File: src/rtl/stx_pkg.sv
// Package: shared types for the stereo slot transmitter.
// Assumes: the five status flags are always carried in the order of the struct below.
package stx_pkg;

    // Number of status flags carried in each slot.
    localparam int FLAG_W = 5;

    // Half of the stereo frame an instance owns.
    typedef enum logic {
        PHASE_LEFT  = 1'b0,
        PHASE_RIGHT = 1'b1
    } stx_phase_e;

    // Status flags, most significant first as they appear on the wire.
    typedef struct packed {
        logic valid;
        logic over_range;
        logic unfiltered;
        logic low_power;
        logic filt_settled;
    } stx_flags_t;

endpackage

File: src/rtl/stx_clkgen.sv
// Module: bit clock, word select and ready strobe generator.
// Makes sck by dividing clk, counts bits of a 2*SLOT_W frame on sck falling
// edges, and derives word select and the ready strobe from that count.
// Assumes: 2*SLOT_W is a power of two, so the bit counter wraps naturally.
module stx_clkgen #(
    parameter int SCK_HALF = 2,
    parameter int SLOT_W   = 32,
    localparam int CNT_W   = $clog2(2 * SLOT_W),
    localparam int DIV_W   = (SCK_HALF > 1) ? $clog2(SCK_HALF) : 1
) (
    input  logic             clk,
    input  logic             rst_n,
    output logic             sck,
    output logic             ws,
    output logic             rdy_n,
    output logic             fall_tick,
    output logic [CNT_W-1:0] nxt_bit
);

    logic [DIV_W-1:0] div_q;
    logic [CNT_W-1:0] bit_q;
    logic             wrap;

    // Divider end-of-half detection and the bit index that follows this fall.
    always_comb begin
        wrap      = (div_q == DIV_W'(SCK_HALF - 1));
        fall_tick = wrap & sck;
        nxt_bit   = bit_q + CNT_W'(1);
    end

    // Divider, clock level, bit counter, word select and ready strobe.
    always_ff @(posedge clk) begin
        if (!rst_n) begin
            div_q <= '0;
            sck   <= 1'b0;
            bit_q <= '1;
            ws    <= 1'b1;
            rdy_n <= 1'b1;
        end else begin
            div_q <= wrap ? '0 : div_q + DIV_W'(1);
            if (wrap) begin
                sck <= ~sck;
            end
            if (fall_tick) begin
                bit_q <= nxt_bit;
                ws    <= nxt_bit[CNT_W-1];
                rdy_n <= ~(&nxt_bit);
            end
        end
    end

endmodule

File: src/rtl/stx_sample_hold.sv
// Module: holding register for the next sample and its flags.
// Captures on the strobe; the slot shifter reads it only at slot start.
// Assumes: the strobe is one cycle wide and values are valid with it.
module stx_sample_hold
    import stx_pkg::*;
#(
    parameter int SAMPLE_W = 24
) (
    input  logic                clk,
    input  logic                rst_n,
    input  logic                stb,
    input  logic [SAMPLE_W-1:0] sample_d,
    input  stx_flags_t          flags_d,
    output logic [SAMPLE_W-1:0] sample_q,
    output stx_flags_t          flags_q
);

    // Keep the most recently strobed sample and flags.
    always_ff @(posedge clk) begin
        if (!rst_n) begin
            sample_q <= '0;
            flags_q  <= '0;
        end else if (stb) begin
            sample_q <= sample_d;
            flags_q  <= flags_d;
        end
    end

endmodule

File: src/rtl/stx_slot_shifter.sv
// Module: slot shift register and output-enable for one channel.
// Loads the word on the fall that opens the owned half, shifts on each later
// fall, and drops the enable on the fall that opens the other half.
// Assumes: fall_tick and nxt_bit come from stx_clkgen.
module stx_slot_shifter
    import stx_pkg::*;
#(
    parameter int SLOT_W = 32,
    parameter int CNT_W  = 6
) (
    input  logic              clk,
    input  logic              rst_n,
    input  stx_phase_e        own_phase,
    input  logic              fall_tick,
    input  logic [CNT_W-1:0]  nxt_bit,
    input  logic [SLOT_W-1:0] load_word,
    output logic              sd,
    output logic              sd_oe
);

    logic [SLOT_W-1:0] shreg;
    logic              in_own;
    logic              slot_start;

    // Ownership of the bit that begins at this fall, and slot opening.
    always_comb begin
        in_own     = (nxt_bit[CNT_W-1] == own_phase);
        slot_start = in_own && (nxt_bit[CNT_W-2:0] == '0);
    end

    // Load, shift and enable updates on sck falling edges.
    always_ff @(posedge clk) begin
        if (!rst_n) begin
            shreg <= '0;
            sd_oe <= 1'b0;
        end else if (fall_tick) begin
            sd_oe <= in_own;
            if (slot_start) begin
                shreg <= load_word;
            end else if (in_own) begin
                shreg <= {shreg[SLOT_W-2:0], 1'b0};
            end
        end
    end

    // MSB of the shift register is the current bit.
    always_comb sd = shreg[SLOT_W-1];

endmodule

File: src/rtl/stereo_slot_tx.sv
// Module: top of the shared-line stereo slot transmitter.
// Ties together clock generation, sample holding and the slot shifter, and
// assembles the slot word {sample, flags, channel bit, zero padding}.
// Assumes: chan_sel is a static strap; SLOT_W - SAMPLE_W >= FLAG_W + 2.
module stereo_slot_tx
    import stx_pkg::*;
#(
    parameter int SAMPLE_W = 24,
    parameter int SLOT_W   = 32,
    parameter int SCK_HALF = 2
) (
    input  logic                clk,
    input  logic                rst_n,
    input  logic                chan_sel,
    input  logic [SAMPLE_W-1:0] sample_in,
    input  logic [FLAG_W-1:0]   flags_in,
    input  logic                sample_stb,
    output logic                sck_o,
    output logic                ws_o,
    output logic                rdy_n_o,
    output logic                sd_o,
    output logic                sd_oe_o
);

    localparam int CNT_W    = $clog2(2 * SLOT_W);
    localparam int STATUS_W = SLOT_W - SAMPLE_W;
    localparam int PAD_W    = STATUS_W - FLAG_W - 1;

    logic                fall_tick;
    logic [CNT_W-1:0]    nxt_bit;
    logic [SAMPLE_W-1:0] held_sample;
    stx_flags_t          held_flags;
    stx_flags_t          flags_typed;
    logic [SLOT_W-1:0]   load_word;
    stx_phase_e          own_phase;

    // Map raw inputs onto the package types.
    always_comb begin
        flags_typed = stx_flags_t'(flags_in);
        own_phase   = stx_phase_e'(chan_sel);
    end

    stx_clkgen #(
        .SCK_HALF (SCK_HALF),
        .SLOT_W   (SLOT_W)
    ) u_clkgen (
        .clk       (clk),
        .rst_n     (rst_n),
        .sck       (sck_o),
        .ws        (ws_o),
        .rdy_n     (rdy_n_o),
        .fall_tick (fall_tick),
        .nxt_bit   (nxt_bit)
    );

    stx_sample_hold #(
        .SAMPLE_W (SAMPLE_W)
    ) u_hold (
        .clk      (clk),
        .rst_n    (rst_n),
        .stb      (sample_stb),
        .sample_d (sample_in),
        .flags_d  (flags_typed),
        .sample_q (held_sample),
        .flags_q  (held_flags)
    );

    // Slot word: sample, then flags, channel bit and zero padding.
    always_comb load_word = {held_sample, held_flags, chan_sel, {PAD_W{1'b0}}};

    stx_slot_shifter #(
        .SLOT_W (SLOT_W),
        .CNT_W  (CNT_W)
    ) u_shift (
        .clk       (clk),
        .rst_n     (rst_n),
        .own_phase (own_phase),
        .fall_tick (fall_tick),
        .nxt_bit   (nxt_bit),
        .load_word (load_word),
        .sd        (sd_o),
        .sd_oe     (sd_oe_o)
    );

endmodule

File: config.mk
export PLATFORM = sky130hd
export DESIGN_NAME = stereo_slot_tx
export DESIGN_NICKNAME = d
export VERILOG_FILES = /design/src/rtl/stx_pkg.sv /design/src/rtl/stx_clkgen.sv /design/src/rtl/stx_sample_hold.sv /design/src/rtl/stx_slot_shifter.sv /design/src/rtl/stereo_slot_tx.sv
export SDC_FILE = /design/constraint.sdc
export NUM_CORES = 1
export LEC_CHECK = 0
export BUFFER_PORTS_ARGS = -buffer_cell sky130_fd_sc_hd__buf_2
export CORE_MARGIN = 2
export CORE_UTILIZATION = 52
export DETAILED_ROUTE_END_ITERATION = 8
export PLACE_DENSITY = 0.72
export SYNTH_ARGS = -nofsm -noshare
export SYNTH_HDL_FRONTEND = slang
export SYNTH_SLANG_ARGS = --single-unit
File: constraint.sdc
create_clock -name clk -period 1.8 [get_ports clk]
set_clock_uncertainty 0.2 [all_clocks]
set_input_delay 0.36 -clock clk [delete_from_list [all_inputs] [get_ports clk]]
set_output_delay 0.36 -clock clk [all_outputs]
set_load 0.01 [all_outputs]
==> results.ini <==
[logic_synthesis]
netlist_instances=338
synth_common_cells=dfxtp_1, nand3_1, o21ai_0
ys.flop_type=dfxtp_1
synth_area_leader_cell=dfxtp_1
yosysMostFrequentCell=dfxtp_1
synth-async-reset-ratio_pct=0
synthTopCellsByArea=dfxtp_1, mux2i_1, o31ai_1, nor2b_1, nand3_1
syn-num-nets=374
synth_top_cell_area_share_pct=43.4
ys_ff_latch=69
synth_edf_count=0
yosys_warnings=0
syn_avg_cell_area_um2=9.42
synth.distinct_cells=40
syn_area_um2=3180
synth-seq-area-share_pct=43.4

[place]
dpl_cell_area_um2=3620
dp_worst_setup_slack_ps=-67.7
place.gp.congestion=0.815
portBuffers=37
dp.cells=441
dp_hpwl_um=4240

[timing]
max_freq_mhz=563
layout_min_cycle_time_ps=1780
hold_viol=0
worstMarginPinSlew_ps=293
final_max_slew_viol_count=0
max_slew_margin_pct=80.3
setup_viol=0
layout_setup_ws_ps=23.6
post-route-period-util_pct=98.7

[run_status]
run_status=completed

[route]
vias=2670
finalWirelength_um=6980
wl_per_cell_um=15.1
dr.first_iter.drc_count=251
vias_per_cell=5.79
drc=0
ant_nets=0
dr.pass1.iters=4

[run]
maxCapViolations=0

[cells_and_area]
postLayoutCellArea_um2=3930
fin_cells=461
antenna_cells=0
drive_gt1_share_pct=28.8
nets=419
area_growth_pct=23.5

[worst_setup_path]
cp-end-kind=flip-flop
critPathRequiredTime_ps=1820
critical_path.startpoint=u_clkgen.bit_q[4]
cp-start-kind=flip-flop
path_cells=and4_1, o2111a_1, buf_12, o21ai_0, a31oi_1
crit_fanout=21
crit_slowest_cell=dfxtp_4
crit_type=flip-flop to flip-flop
cpLargestDelayFamily=compound AO/OA/AOI/OAI gates
critPathBufInv=1
worst_ep_arrival_time_ps=1800
r2r_start=u_clkgen.bit_q[4]
critPathMaxStageDelay_ps=370

[clock_tree]
clkTransAtPathRegs_ps=70
cts_buffers=9
clk-insertion-delay-late_ps=340
cts_max_path_buffers=2
h-tree-depth=3
cts_tree=done
cts_root_buffer=clkbuf_8
cts_sinks=69
hold_buffers=0

[power]
combPwrFrac_pct=18.0
p_switching_mw=0.952
powerDensity_nw_per_um2=896
vdd_drop_max_v=0.000939
cellInternalPower_mw=2.57
clockPowerShare_pct=34.6
sequentialPowerShare_pct=47.4
swShare_pct=27.0
leakage_nw=1.59
finalPower_mw=3.52

[floorplanning]
coreArea_um2=5920
rows=28
die_y_um=82.2
die_x_um=82.2
die-area_um2=6760
start_util_pct=53.8
io-pin-count=38

[global_routing]
grt-ovfl-total=0
track_usage_pct=21.1
antenna_found_initial=0
grt_pass1_wl_um=11000
grt_pass1_vias=2474
grt_max_degree=49

[hold_path]
worstHoldStart=sample_in[3]
hold_class=input port to flip-flop

-- final timing paths --
path / to / slack, ps / depth (start not counted)
setup reg to reg: u_shift.shreg[17] / 20 / 5
setup / recovery: u_shift.shreg[17] / 20 / 5
hold / removal: u_hold.sample_q[3] / 70 / 3
hold reg to reg: u_clkgen.div_q / 240 / 1
-- per-layer routing --
| layer | global-route usage (%) | routed length [um] | vias up |
|---|---|---|---|
| met4 | 11.3 | 116 | 0 |
| met1 | 27.3 | 3310 | 1260 |
| li1 | - | - | 1333 |
| met2 | 33.2 | 3210 | 66 |
| met3 | 3.91 | 333 | 11 |
| met5 | 0 | 0 | - |
-- tightest hold or removal path, stage by stage --
cell     delay, ps
buf_2           70
mux2i_1         50
nor2b_1         90
-- registers in the layout, indices dropped and copies added, names as in the netlist --
register and cells:
u_shift.shreg 30, u_clkgen.div_q 1, u_hold.sample_q 24, u_clkgen.rdy_n 1
u_hold.flags_q 5, u_shift.sd_oe 1, u_clkgen.bit_q 6, u_clkgen.sck 1
-- kinds of logic after synthesis --
| group | share of synthesized area [%] |
|---|---|
| compound gates | 23.2 |
| mux | 9.12 |
| flops | 43.4 |
| buf+inv | 5.35 |
| fa+ha+maj | 1.18 |
| simple gates | 16.7 |
| xor+xnor | 1.10 |
-- per-stage QoR --
stage | hold WS [ps] | TNS, ps | util, %
after floorplan | 239 | 0 | -
after global placement | 244 | -405 | 61.1
after detailed placement | 252 | -1270 | 61.1
after CTS | 62.4 | 0 | 64.3
after global routing | 77.0 | -127 | 66.4
final | 66.8 | 0 | 66.4
-- power groups by stage --
stage                     sequential (mW)  combinational [mW]  clock, mW
after floorplan                      1.69               0.395          0
after detailed placement             1.70               0.603          0
after global placement               1.70               0.595          0
after global routing                 1.68               0.691       1.31
after CTS                            1.67               0.606       1.24
final                                1.67               0.632       1.22
-- repair_timing --
| item | CTS | global route |
|---|---|---|
| gates cloned | 0 | 4 |
| setup buffers | 0 | 2 |
| gates resized for setup | 3 | 14 |
| setup endpoints to repair | 29 | 31 |
-- placed cells by master, fill, tap and decap left out, types with 2 or more instances in the layout --
cell	count
a31oi_2	10
dfxtp_4	4
nor2b_1	31
ha_1	2
clkbuf_8	10
a31oi_1	19
clkbuf_16	2
buf_12	7
dfxtp_1	62
nor2_1	3
o21ai_0	33
or3_1	3
buf_4	19
nand2_1	8
o211ai_1	2
a221oi_1	2
mux2i_1	29
nand3_1	33
xor2_1	3
o31ai_1	28
buf_2	38
dfxtp_2	3
clkinvlp_4	2
nand2_2	2
and2_1	3
buf_6	3
-- cell type report --
cell class                      count  area, um2
Fill cell                         472       1990
Multi-Input combinational cell    232       1680
Sequential cell                    69       1400
Timing Repair Buffer               70        562
Clock buffer                       10        138
Tap cell                           75       93.8
Clock inverter                      4       50.0
Inverter                            1       3.75
Note: power is estimated with default switching activity, not from simulation.
